$ cat config.mk
export PLATFORM = sky130hd
export DESIGN_NAME = evt_array
export DESIGN_NICKNAME = d
export VERILOG_FILES = /design/src/rtl/evt_pkg.sv /design/src/rtl/evt_edge_det.sv /design/src/rtl/evt_channel.sv /design/src/rtl/evt_array.sv
export SDC_FILE = /design/constraint.sdc
export NUM_CORES = 1
export LEC_CHECK = 0
export BUFFER_PORTS_ARGS = -buffer_cell sky130_fd_sc_hd__buf_2
export CORE_MARGIN = 1.5
export CORE_UTILIZATION = 40
export DETAILED_ROUTE_END_ITERATION = 7
export PLACE_DENSITY_LB_ADDON = 0.12
export SYNTH_ARGS = -nofsm -noshare
export SYNTH_HDL_FRONTEND = slang
export SYNTH_HIERARCHICAL = 1
export SYNTH_SLANG_ARGS = --single-unit
$ cat constraint.sdc
create_clock -name clk -period 5.7 [get_ports clk]
set_clock_uncertainty 0.15 [all_clocks]
set_input_delay 0.57 -clock clk [delete_from_list [all_inputs] [get_ports clk]]
set_output_delay 0.57 -clock clk [all_outputs]
set_load 0.05 [all_outputs]
$ cat src/rtl/evt_pkg.sv
package evt_pkg;
  localparam int TMR_N  = 4;
  localparam int TSEL_W = $clog2(TMR_N);

  typedef enum logic [1:0] {EDGE_NONE, EDGE_RISE, EDGE_FALL, EDGE_BOTH} edge_e;
  typedef enum logic [1:0] {ACT_NONE, ACT_SET, ACT_CLR, ACT_TGL} act_e;

  typedef struct packed {
    logic              sim_en;
    logic [TSEL_W-1:0] sim_sel;
    logic              rearm;
    act_e              act;
    edge_e             edg;
    logic [TSEL_W-1:0] tsel;
    logic              mode;
    logic              en;
  } ctrl_t;

  localparam int CTRL_W = $bits(ctrl_t);
endpackage

$ cat src/rtl/evt_edge_det.sv
module evt_edge_det
  import evt_pkg::*;
(
  input  logic  clk,
  input  logic  rst_n,
  input  logic  pin,
  input  edge_e sel,
  output logic  hit
);
  logic s1, s2, s3;

  always_ff @(posedge clk) begin
    if (!rst_n) begin
      s1 <= 1'b0;
      s2 <= 1'b0;
      s3 <= 1'b0;
    end else begin
      s1 <= pin;
      s2 <= s1;
      s3 <= s2;
    end
  end

  logic rise, fall;
  assign rise = s2 & ~s3;
  assign fall = ~s2 & s3;

  always_comb begin
    unique case (sel)
      EDGE_RISE: hit = rise;
      EDGE_FALL: hit = fall;
      EDGE_BOTH: hit = rise | fall;
      default:   hit = 1'b0;
    endcase
  end

  // a selected edge is only reported as a change between two synchronized stages
  assert_hit_needs_change_R4: assert property (@(posedge clk) disable iff (!rst_n)
    hit |-> (s2 != s3));
endmodule

$ cat src/rtl/evt_channel.sv
module evt_channel
  import evt_pkg::*;
#(
  parameter int TW     = 16,
  parameter int CAP_OK = 1
) (
  input  logic                clk,
  input  logic                rst_n,
  input  logic [TMR_N*TW-1:0] tmr_i,
  input  logic                pin,
  input  logic                ctrl_wr,
  input  logic                cmp_wr,
  input  logic [TW-1:0]       wdata,
  input  logic                cap_clr,
  input  logic                ovf_clr,
  output ctrl_t               ctrl_o,
  output logic [TW-1:0]       cmp_o,
  output logic [TW-1:0]       cap_o,
  output logic                full_o,
  output logic                ovf_o,
  output logic                armed_o,
  output logic                out_o,
  output logic                irq_o
);
  localparam bit HAS_PIN = (CAP_OK != 0);

  ctrl_t         ctrl;
  logic [TW-1:0] cmp_val, cap_val;
  logic          full, ovf, armed, out_q, irq_q;
  logic          edge_hit;

  generate
    if (HAS_PIN) begin : g_cap
      evt_edge_det u_edge (
        .clk  (clk),
        .rst_n(rst_n),
        .pin  (pin),
        .sel  (ctrl.edg),
        .hit  (edge_hit)
      );
    end else begin : g_nocap
      logic unused_pin;
      assign unused_pin = pin;
      assign edge_hit   = 1'b0;
    end
  endgenerate

  logic [TW-1:0] ref_v, sec_v, latch_v;
  assign ref_v = tmr_i[ctrl.tsel*TW +: TW];
  assign sec_v = tmr_i[ctrl.sim_sel*TW +: TW];

  logic is_cmp, cap_ev, fire, sim_ev, latch_ev, held;
  assign is_cmp   = !HAS_PIN || ctrl.mode;
  assign cap_ev   = HAS_PIN && ctrl.en && !ctrl.mode && edge_hit;
  assign fire     = ctrl.en && is_cmp && armed && (ref_v == cmp_val);
  assign sim_ev   = !HAS_PIN && fire && ctrl.sim_en && (ctrl.sim_sel != ctrl.tsel);
  assign latch_ev = cap_ev || sim_ev;
  assign latch_v  = HAS_PIN ? ref_v : sec_v;
  assign held     = full && !cap_clr;

  always_ff @(posedge clk) begin
    if (!rst_n) begin
      ctrl    <= '0;
      cmp_val <= '0;
      cap_val <= '0;
      full    <= 1'b0;
      ovf     <= 1'b0;
      armed   <= 1'b0;
      out_q   <= 1'b0;
      irq_q   <= 1'b0;
    end else begin
      if (ctrl_wr) ctrl <= ctrl_t'(wdata[CTRL_W-1:0]);
      if (cmp_wr) cmp_val <= wdata;

      if (cmp_wr)                    armed <= 1'b1;
      else if (fire && !ctrl.rearm)  armed <= 1'b0;

      if (latch_ev)     full <= 1'b1;
      else if (cap_clr) full <= 1'b0;

      if (latch_ev && !held) cap_val <= latch_v;

      if (latch_ev && held) ovf <= 1'b1;
      else if (ovf_clr)     ovf <= 1'b0;

      if (fire) begin
        unique case (ctrl.act)
          ACT_SET: out_q <= 1'b1;
          ACT_CLR: out_q <= 1'b0;
          ACT_TGL: out_q <= ~out_q;
          default: out_q <= out_q;
        endcase
      end

      irq_q <= cap_ev || fire;
    end
  end

  assign ctrl_o  = ctrl;
  assign cmp_o   = cmp_val;
  assign cap_o   = cap_val;
  assign full_o  = full;
  assign ovf_o   = ovf;
  assign armed_o = armed;
  assign out_o   = out_q;
  assign irq_o   = irq_q;

  // the output pin moves only on a compare fire
  assert_out_only_on_fire_R3: assert property (@(posedge clk) disable iff (!rst_n)
    !fire |=> $stable(out_q));
  // an unread value is never overwritten
  assert_keep_unread_R7: assert property (@(posedge clk) disable iff (!rst_n)
    held |=> $stable(cap_val));
  // an arrival onto an unread value flags overrun
  assert_overrun_flag_R7: assert property (@(posedge clk) disable iff (!rst_n)
    (latch_ev && held) |=> ovf);
  // without re-arm a fire is not repeated on the next cycle unless rewritten
  assert_single_fire_R8: assert property (@(posedge clk) disable iff (!rst_n)
    (fire && !ctrl.rearm && !cmp_wr) |=> !fire);
  // second timer value lands on the firing edge
  assert_sim_same_edge_R6: assert property (@(posedge clk) disable iff (!rst_n)
    (sim_ev && !held) |=> (cap_val == $past(sec_v)));
  // every event yields an interrupt pulse
  assert_irq_follows_R5: assert property (@(posedge clk) disable iff (!rst_n)
    (fire || cap_ev) |=> irq_o);
endmodule

$ cat src/rtl/evt_array.sv
module evt_array
  import evt_pkg::*;
#(
  parameter int TW    = 16,
  parameter int N_GEN = 2,
  parameter int N_CMP = 2
) (
  input  logic                                    clk,
  input  logic                                    rst_n,
  input  logic [TMR_N*TW-1:0]                     tmr_val,
  input  logic [N_GEN-1:0]                        evt_in,
  output logic [N_GEN+N_CMP-1:0]                  evt_out,
  output logic [N_GEN+N_CMP-1:0]                  irq,
  input  logic                                    wr_en,
  input  logic                                    rd_en,
  input  logic [$clog2(N_GEN+N_CMP)+1:0]          addr,
  input  logic [TW-1:0]                           wdata,
  output logic [TW-1:0]                           rdata
);
  localparam int N_CH = N_GEN + N_CMP;
  localparam int CW   = $clog2(N_CH);
  localparam int AW   = CW + 2;

  localparam logic [1:0] W_CTRL = 2'd0;
  localparam logic [1:0] W_CMP  = 2'd1;
  localparam logic [1:0] W_CAP  = 2'd2;
  localparam logic [1:0] W_STAT = 2'd3;

  logic [CW-1:0] ch_sel;
  logic [1:0]    wsel;
  assign ch_sel = addr[AW-1:2];
  assign wsel   = addr[1:0];

  ctrl_t         ctrl_a  [N_CH];
  logic [TW-1:0] cmp_a   [N_CH];
  logic [TW-1:0] cap_a   [N_CH];
  logic [N_CH-1:0] full_v, ovf_v, armed_v, cap_clr_v;

  generate
    for (genvar c = 0; c < N_CH; c++) begin : g_ch
      localparam logic [CW-1:0] MY = CW'(c);
      logic hit, pin_c;
      assign hit          = (ch_sel == MY);
      assign cap_clr_v[c] = rd_en && hit && (wsel == W_CAP);

      if (c < N_GEN) begin : g_pin
        assign pin_c = evt_in[c];
      end else begin : g_nopin
        assign pin_c = 1'b0;
      end

      evt_channel #(
        .TW    (TW),
        .CAP_OK((c < N_GEN) ? 1 : 0)
      ) u_ch (
        .clk    (clk),
        .rst_n  (rst_n),
        .tmr_i  (tmr_val),
        .pin    (pin_c),
        .ctrl_wr(wr_en && hit && (wsel == W_CTRL)),
        .cmp_wr (wr_en && hit && (wsel == W_CMP)),
        .wdata  (wdata),
        .cap_clr(cap_clr_v[c]),
        .ovf_clr(rd_en && hit && (wsel == W_STAT)),
        .ctrl_o (ctrl_a[c]),
        .cmp_o  (cmp_a[c]),
        .cap_o  (cap_a[c]),
        .full_o (full_v[c]),
        .ovf_o  (ovf_v[c]),
        .armed_o(armed_v[c]),
        .out_o  (evt_out[c]),
        .irq_o  (irq[c])
      );
    end
  endgenerate

  logic [TW-1:0] rd_word;
  always_comb begin
    rd_word = '0;
    for (int c = 0; c < N_CH; c++) begin
      if (ch_sel == CW'(c)) begin
        unique case (wsel)
          W_CTRL:  rd_word = TW'(ctrl_a[c]);
          W_CMP:   rd_word = cmp_a[c];
          W_CAP:   rd_word = cap_a[c];
          default: rd_word = TW'({armed_v[c], ovf_v[c], full_v[c]});
        endcase
      end
    end
  end

  always_ff @(posedge clk) begin
    if (!rst_n)     rdata <= '0;
    else if (rd_en) rdata <= rd_word;
  end

  // read data holds between reads
  assert_rdata_hold_R2: assert property (@(posedge clk) disable iff (!rst_n)
    !rd_en |=> $stable(rdata));
  // a single read clears at most one channel's full flag
  assert_one_clear_R10: assert property (@(posedge clk) disable iff (!rst_n)
    $onehot0(cap_clr_v));
endmodule

-- Yosys cells after proc, flatten, opt, wreduce, memory -nomap -nowiden
Index checks and enable logic that the tools add are counted.
- equality and inequality tests: 30
- shifts and indexed selects: 6
- mux-type cells: 38
- bitwise operators: 14
- reductions and logical operators: 96
- operator list (cell ; number):
    64-bit by 7-bit indexed part select with 16-bit output ; 6
    16-bit case mux with 3 select lines ; 4
    16-bit equality test ; 4
    16-bit two-way mux ; 4
    1-bit logical AND ; 58
    2-bit equality test (second input constant) ; 16
    1-bit two-way mux ; 24
    2-bit nonzero test ; 12
    1-bit case mux with 3 select lines ; 6
    2-bit by 1-bit equality test with 1-bit output (second input constant) ; 8
    1-bit logical NOT ; 14
    3-bit nonzero test ; 4
    1-bit inverter ; 8
    2-bit AND reduction ; 4
    1-bit AND ; 4
    2-bit logical NOT ; 2
    2-bit inequality test ; 2
    1-bit logical OR ; 2
    1-bit bitwise OR ; 2
- register bits after elaboration: 218
- input bits: 90
- output and inout bits: 24
- word-level logic and storage cells: 251

-- Depth between registers and ports, before layout
Gate-level depths: netlist of run 1.
- word-level depth: 7
- gate-level depth with buffers: 12
- gate-level depth less buffers: 9

-- Hierarchy
The synthesis of run 1 kept the hierarchy.
- by module, submodules not included (module ; times used ; cells each ; area each (um2) ; seq. area each (um2)):
    evt_channel at g_ch[2].u_ch ... ; 2 ; 326 ; 3278.1 ; 980.9
    evt_channel at g_ch[0].u_ch ... ; 2 ; 225 ; 2457.4 ; 980.9
    evt_array ; 1 ; 307 ; 2367.3 ; 320.3
    evt_edge_det ; 2 ; 15 ; 137.6 ; 60.1

-- Worst setup path after synthesis of run 1
OpenSTA, ideal clock, no wires.
- path type: register to register
- start point: register g_ch[2].u_ch.ctrl, in the netlist g_ch[2].u_ch/ctrl_o[2]
- end point: register g_ch[2].u_ch.cap_val[0]
- setup time: 0.119 ns
- arrival time: 2.730 ns
- data required time: 5.431 ns
- path slack: 2.701 ns
- stages on the path, launching flop included: 12
- path buffers: 5
- clock period less this slack: 2.999 ns
- cell sequence: dfxtp_1 > buf_6 > buf_12 > buf_4 > mux2_2 > a2bb2oi_1 > nand4_1 > or4_4 > or4_4 > buf_6 > buf_8 > mux2i_1
- cells in the longest elaborated chain, start to end: 6
- elaborated cells on any way between the ends: 7
- those cells by class: eq/ne (2); shift (1); reduce/logical (4)
- ends and longest elaborated chain (what ; line ; text):
    start, declared ; evt_channel.sv:27 ; ctrl_t ctrl;
    start signal, assigned ; evt_channel.sv:72 ; if (ctrl_wr) ctrl <= ctrl_t'(wdata[CTRL_W-1:0]);
    64-bit by 7-bit indexed part select with 16-bit output ; evt_channel.sv:49 ; assign ref_v = tmr_i[ctrl.tsel*TW +: TW];
    16-bit equality test ; evt_channel.sv:55 ; assign fire = ctrl.en && is_cmp && armed && (ref_v == cmp_val);
    1-bit logical AND ; evt_channel.sv:55 ;
    1-bit logical AND ; evt_channel.sv:56 ; assign sim_ev = !HAS_PIN && fire && ctrl.sim_en && (ctrl.sim_sel != ctrl.tsel);
    1-bit logical AND * ; evt_channel.sv:56 ;
    1-bit logical AND * ; evt_channel.sv:81 ; if (latch_ev && !held) cap_val <= latch_v;
    end signal, assigned ; evt_channel.sv:81 ;
    end, declared ; evt_channel.sv:28 ; logic [TW-1:0] cmp_val, cap_val;
Mark *: on every way between the ends. The rest lies on a longest branch, timed or not.
A chain may end at the register's enable or synchronous reset.

-- Worst setup path in the final report of run 1
- start point: register g_ch[3].u_ch.ctrl, in the netlist g_ch[3].u_ch/ctrl_o[2]
- end point: register g_ch[3].u_ch.cap_val[6]
- cells in the longest elaborated chain, start to end: 6
- elaborated cells on any way between the ends: 7
- those cells by class: eq/ne (2); shift (1); reduce/logical (4)
- ends and longest elaborated chain (what ; line):
    start, declared ; evt_channel.sv:27
    start signal, assigned ; evt_channel.sv:72
    64-bit by 7-bit indexed part select with 16-bit output ; evt_channel.sv:49
    16-bit equality test ; evt_channel.sv:55
    1-bit logical AND ; evt_channel.sv:55
    1-bit logical AND ; evt_channel.sv:56
    1-bit logical AND * ; evt_channel.sv:56
    1-bit logical AND * ; evt_channel.sv:81
    end signal, assigned ; evt_channel.sv:81
    end, declared ; evt_channel.sv:28
Marks and branches as above.

==> results.json, run 1 <==
{
  "outcome": "finished, final reports clean",
  "cp_cell_sequence": "mux4_1 -> xnor2_1 -> o211ai_1 -> or4b_1 -> or4_4 -> mux2i_1",
  "fill_cells": 3334,
  "io_pins": 114,
  "dpl_worst_slack_ns": 2.04,
  "cts_resized": 0,
  "n_antenna_cell": 0,
  "finalCritPeriodShare_pct": 65.3,
  "maxCapViolCount": 0,
  "power_density_nw_per_um2": 247,
  "tightestPinTransition_ns": 1.01,
  "fmax_mhz": 268,
  "peakVddDrop_v": 0.000177,
  "setup_ws_ns": 1.98,
  "synth_nets": 1532,
  "required_ns": 5.96,
  "die_h_um": 191,
  "nNetsFinal": 1587,
  "setup_viol": 0,
  "hold_viol_final": 0,
  "p_leak_uw": 0.00547,
  "report.final.slew_viol_count": 0,
  "numCtsBuffers": 27,
  "drive_above_1_share_pct": 18.3,
  "h-tree-depth": 1,
  "dr.pass1.iters": 7,
  "path_class": "reg -> reg",
  "cts_tree": "built",
  "via_per_inst": 6.09,
  "grt_pass1_wl_um": 79300,
  "io_buffers": 113,
  "num_vias": 12000,
  "rsz0062_at_grt": "false",
  "cp_slowest_cell": "dfxtp_2",
  "worst_hold_path_type": "in -> reg",
  "drt_iter0_markers": 1166,
  "grt_start_max_net_pins": 207,
  "syn_avg_cell_area_sq_um": 9.81,
  "slew_headroom_pct": 32.8,
  "numClockSinks": 218,
  "postCtsSetupRepairBufs": 0,
  "synthesis.yosys.warnings": 6,
  "first_global_vias": 11300,
  "insertion_delay_ns": 0.56,
  "critical_path_buf_inv_count": 0,
  "antenna_found_initial": 0,
  "syn_area_sq_um": 14100,
  "cts.clk_slew.worst_paths_ns": 0.06,
  "dp.final_hpwl_um": 40100,
  "worstPathArrival_ns": 3.99,
  "syn_to_final_growth_pct": 11.4,
  "ant_nets": 0,
  "start_util_pct": 40.7,
  "gr-total-overflow": 0,
  "track_usage_pct": 30.0,
  "post-route-min-period_ns": 3.72,
  "drc": 0,
  "worstSetupStartpointType": "flop",
  "hold_buffers": 0,
  "crit_fanout": 33,
  "core_area_sq_um": 34600,
  "netlist_instances": 1438,
  "max_stage_delay_ns": 0.98,
  "crit_family": "simple AND/OR/NAND/NOR gates",
  "end_kind": "flop",
  "std_cell_rows": 68,
  "place.gp.congestion": 0.985,
  "root_buffer": "clkbuf_16",
  "die_area_sq_um": 36400,
  "fp.dieW_um": 191,
  "drt-wirelength-per-cell_um": 28.0,
  "setup-tns-final_ns": 0,
  "cts_buffer_depth": 3,
  "routed_wl_um": 55100
}
flip-flops by register name, summed over array words and instances (netlist names), 4 cells and up:
register           flops
g_ch.u_ch/irq_o        4
g_ch.u_ch/armed_o      4
g_ch.u_ch/cmp_o       64
g_ch.u_ch/full_o       4
g_ch.u_ch/ovf_o        4
g_ch.u_ch/out_o        4
g_ch.u_ch/ctrl_o      46
rdata                 16
g_ch.u_ch/cap_o       64
path summary, 6_finish.rpt:
check / endpoint / startpoint / depth (start not counted) / slack (ns)
worst max-delay path: g_ch[3].u_ch/cap_o[6] / g_ch[3].u_ch/ctrl_o[2] / 6 / 1.98
worst min-delay path: g_ch[0].u_ch/g_cap.u_edge/s1 / evt_in[0] / 2 / 0.07
worst max register to register: g_ch[3].u_ch/cap_o[6] / g_ch[3].u_ch/ctrl_o[2] / 6 / 1.98
worst min register to register: g_ch[0].u_ch/g_cap.u_edge/s2 / g_ch[0].u_ch/g_cap.u_edge/s1 / 1 / 0.28
power breakdown:
group / internal [uW] / total, uW / switching (uW)
clock: 1120 / 1820 / 696
combinational: 181 / 503 / 322
sequential: 1540 / 1560 / 22.8
layout by cell type, fill, tap and decap left out, drive strengths merged, types with 10 or more instances in the layout:
| cell | instances |
|---|---|
| nor2b | 135 |
| o22ai | 14 |
| nor2 | 40 |
| dfxtp | 218 |
| inv | 19 |
| mux2i | 227 |
| xor2 | 18 |
| buf | 139 |
| nand4 | 14 |
| a21oi | 34 |
| xnor2 | 44 |
| clkbuf | 41 |
| a21boi | 36 |
| nand3 | 21 |
| mux2 | 18 |
| o21ai | 43 |
| nand3b | 10 |
| a221oi | 17 |
| nand2b | 10 |
| nand2 | 175 |
| or3 | 10 |
| mux4 | 76 |
worst register-to-register path, cell delays in order, from the launching register on:
cell and delay (ns):
dfxtp_2 0.98, mux4_1 0.69, xnor2_1 0.30, o211ai_1 0.17
or4b_1 0.50, or4_4 0.62, mux2i_1 0.19
metal layers:
layer  vias to the layer above  part of all wire, %  routed length [um]  track usage, %
met5                         -                    0                   0               0
met4                         0                  3.6                1990            10.7
met3                        90                  8.1                4480            4.18
met2                       644                   44               24000            45.6
met1                      5881                   45               24600            43.3
li1                       5360                    -                   -               -
per-stage QoR:
stage	std cells	total power, uW	cell area [sq um]	hold WS (ns)	util, %
6_report	1967	3890	15700	0.0725	45.4
3_5_place_dp	1918	2090	14800	0.267	42.6
2_1_floorplan	1438	1880	14100	0.256	-
5_1_grt	1967	4000	15700	0.0606	45.4
4_1_cts	1966	3900	15700	0.0536	45.4
3_3_place_gp	1918	2090	14800	0.266	42.6
area by class of cell:
class                           count  area [sq um]  area share, %
Clock buffer                       41           818           5.20
Clock inverter                      7           128          0.812
Inverter                           20          75.1          0.477
Multi-Input combinational cell   1087          8980           57.1
Sequential cell                   218          4370           27.8
Tap cell                          455           569           3.62
Timing Repair Buffer              139           783           4.98
Power figures use the tool's default switching activity.
==> inputs of run 2 (changes only) <==
==> constraint.sdc (replaced) <==
create_clock -name clk -period 3.5 [get_ports clk]
set_clock_uncertainty 0.15 [all_clocks]
set_input_delay 0.35 -clock clk [delete_from_list [all_inputs] [get_ports clk]]
set_output_delay 0.35 -clock clk [all_outputs]
set_load 0.05 [all_outputs]
==> run 2 against run 1 <==
  * Non-clock buffer count grew 28
  * Combinational power grew 63%
  * Final area grew 0.83%
  * Sequential cell count is the same
  * Largest cell class unchanged
  * Sequential share of layout area shrank 0.23 points
==> results.json, run 2 (same netlist as run 1, synthesis figures left out) <==
{
  "p_leak_uw": 0.00556,
  "fin_area_sq_um": 15900,
  "peakVddDrop_v": 0.000317,
  "track_usage_pct": 29.6,
  "via_per_inst": 5.99,
  "first_global_vias": 11400,
  "end_kind": "flop",
  "core_area_sq_um": 34600,
  "hold_viol_final": 0,
  "postPlaceCellArea_sq_um": 15000,
  "dp.final_hpwl_um": 39400,
  "rr_endpoint": "g_ch[2].u_ch/cap_o[15]",
  "die_h_um": 191,
  "cts_buffer_depth": 3,
  "tightestPinTransition_ns": 0.800,
  "final_common_cell": "mux2i_1",
  "dpl_worst_slack_ns": 0.279,
  "antenna_found_initial": 3,
  "routed_wl_um": 54100,
  "ant_nets": 0,
  "rsz0062_at_grt": "false",
  "cellInternalPower_uw": 4440,
  "start_util_pct": 40.7,
  "finalCritPeriodShare_pct": 93.7,
  "drc": 0,
  "num_vias": 11900,
  "maxCapViolCount": 0,
  "post-route-min-period_ns": 3.28,
  "setup_viol": 0,
  "gr-total-overflow": 0,
  "outcome": "finished, final reports clean",
  "h-tree-depth": 1,
  "numClockSinks": 218,
  "syn_to_final_growth_pct": 12.4,
  "insertion_delay_ns": 0.54,
  "die_area_sq_um": 36400,
  "crit_fanout": 16,
  "cp_cell_sequence": "buf_4 -> buf_4 -> mux2i_1 -> a221oi_1 -> a22oi_1 -> or3_1 -> or4_4 -> mux2i_1",
  "p_total_uw": 6100,
  "power_density_nw_per_um2": 385,
  "cts_resized": 0,
  "seqPwrFrac_pct": 41.7,
  "setup_ws_ns": 0.221,
  "rr_worst_depth": 8,
  "reg2reg_from": "g_ch[2].u_ch/ctrl_o[2]",
  "io_pins": 114,
  "p_clk_share_pct": 44.8,
  "setup-tns-final_ns": 0,
  "worstSetupStartpointType": "flop",
  "root_buffer": "clkbuf_16",
  "nNetsFinal": 1614,
  "drt-wirelength-per-cell_um": 27.1,
  "cts_tree": "built",
  "numCtsBuffers": 26,
  "r2r_slack_ns": 0.22,
  "hold_depth": 2,
  "drive_above_1_share_pct": 19.2,
  "cp_slowest_cell": "or4_4",
  "critical_path_buf_inv_count": 2,
  "report.final.slew_viol_count": 0,
  "swShare_pct": 27.2,
  "io_buffers": 113,
  "hold_path_end": "g_ch[0].u_ch/cap_o[0]",
  "worst_hold_path_type": "in -> reg",
  "worstPathArrival_ns": 3.54,
  "place.gp.congestion": 0.928,
  "required_ns": 3.76,
  "dr.pass1.iters": 5,
  "comb_power_share_pct": 13.5,
  "path_class": "reg -> reg",
  "fp.dieW_um": 191,
  "cts.clk_slew.worst_paths_ns": 0.06,
  "drt_iter0_markers": 1294,
  "max_stage_delay_ns": 0.73,
  "grt_pass1_wl_um": 78600,
  "switchingPower_uw": 1660,
  "grt_start_max_net_pins": 154,
  "hold_start": "rst_n",
  "postCtsSetupRepairBufs": 0,
  "mostFrequentLayoutCells": "mux2i_1 (227), dfxtp_1 (216), nand2_1 (175)",
  "fmax_mhz": 305,
  "std_cell_rows": 68,
  "crit_family": "simple AND/OR/NAND/NOR gates",
  "slew_headroom_pct": 46.6
}
-- run 2: cell count changes in the layout (fill, tap and decap cells not counted), sizes merged --
| cell | previous run | this run |
|---|---|---|
| clkinv | 4 | 5 |
| buf | 139 | 164 |
| clkinvlp | 1 | 0 |
| bufinv | 3 | 1 |
| dlygate4sd3 | 0 | 3 |
| diode | 0 | 1 |
| clkbuf | 41 | 42 |
| inv | 19 | 18 |
-- run 2: per-stage QoR --
step / hold slack [ns] / instances / utilization [%]
global route: 0.0210 / 1993 / 45.8
global placement: 0.268 / 1944 / 43.2
floorplan: 0.256 / 1438 / -
detailed placement: 0.270 / 1944 / 43.2
CTS: 0.00960 / 1993 / 45.8
finish: 0.0188 / 1994 / 45.8
-- run 2: power by group through the flow --
stage / Clock [uW] / Sequential (uW) / Combinational, uW
4_1_cts: 2780 / 2540 / 804
2_1_floorplan: 0 / 2610 / 455
3_5_place_dp: 0 / 2600 / 799
6_report: 2730 / 2540 / 821
3_3_place_gp: 0 / 2600 / 798
5_1_grt: 2880 / 2540 / 860
-- run 2: final cells by class --
class	count	area (sq um)
antenna	1	2.50
clock buffer	42	802
clock inverter	4	45.0
fill	3319	18800
inverter	20	75.1
multi-input combinational	1087	8980
sequential	218	4370
tap	455	569
timing repair buffer	167	1010
-- run 2: worst max-delay path by stage --
stage | from | end | cells after the start
final | g_ch[2].u_ch/ctrl_o[2] | g_ch[2].u_ch/cap_o[15] | 8
after floorplan | g_ch[2].u_ch/ctrl_o[2] | g_ch[2].u_ch/cap_o[0] | 11
after detailed placement | g_ch[2].u_ch/ctrl_o[2] | g_ch[2].u_ch/cap_o[2] | 8
after CTS | g_ch[3].u_ch/ctrl_o[2] | g_ch[3].u_ch/cap_o[15] | 7
after global placement | g_ch[2].u_ch/ctrl_o[2] | g_ch[2].u_ch/cap_o[15] | 8
after global routing | g_ch[2].u_ch/ctrl_o[2] | g_ch[2].u_ch/cap_o[13] | 8
-- run 2: metal layers --
metal / track usage [%] / routed length [um] / vias up
li1: - / - / 5428
met1: 43.2 / 24900 / 5879
met2: 43.6 / 23100 / 549
met3: 5.98 / 4680 / 77
met4: 8.57 / 1460 / 2
met5: 0 / 8 / -
-- run 2: timing repair --
action	in CTS	in global routing
hold buffers	3	0
endpoints found under the setup margin	0	0
endpoints found under the hold margin	3	0
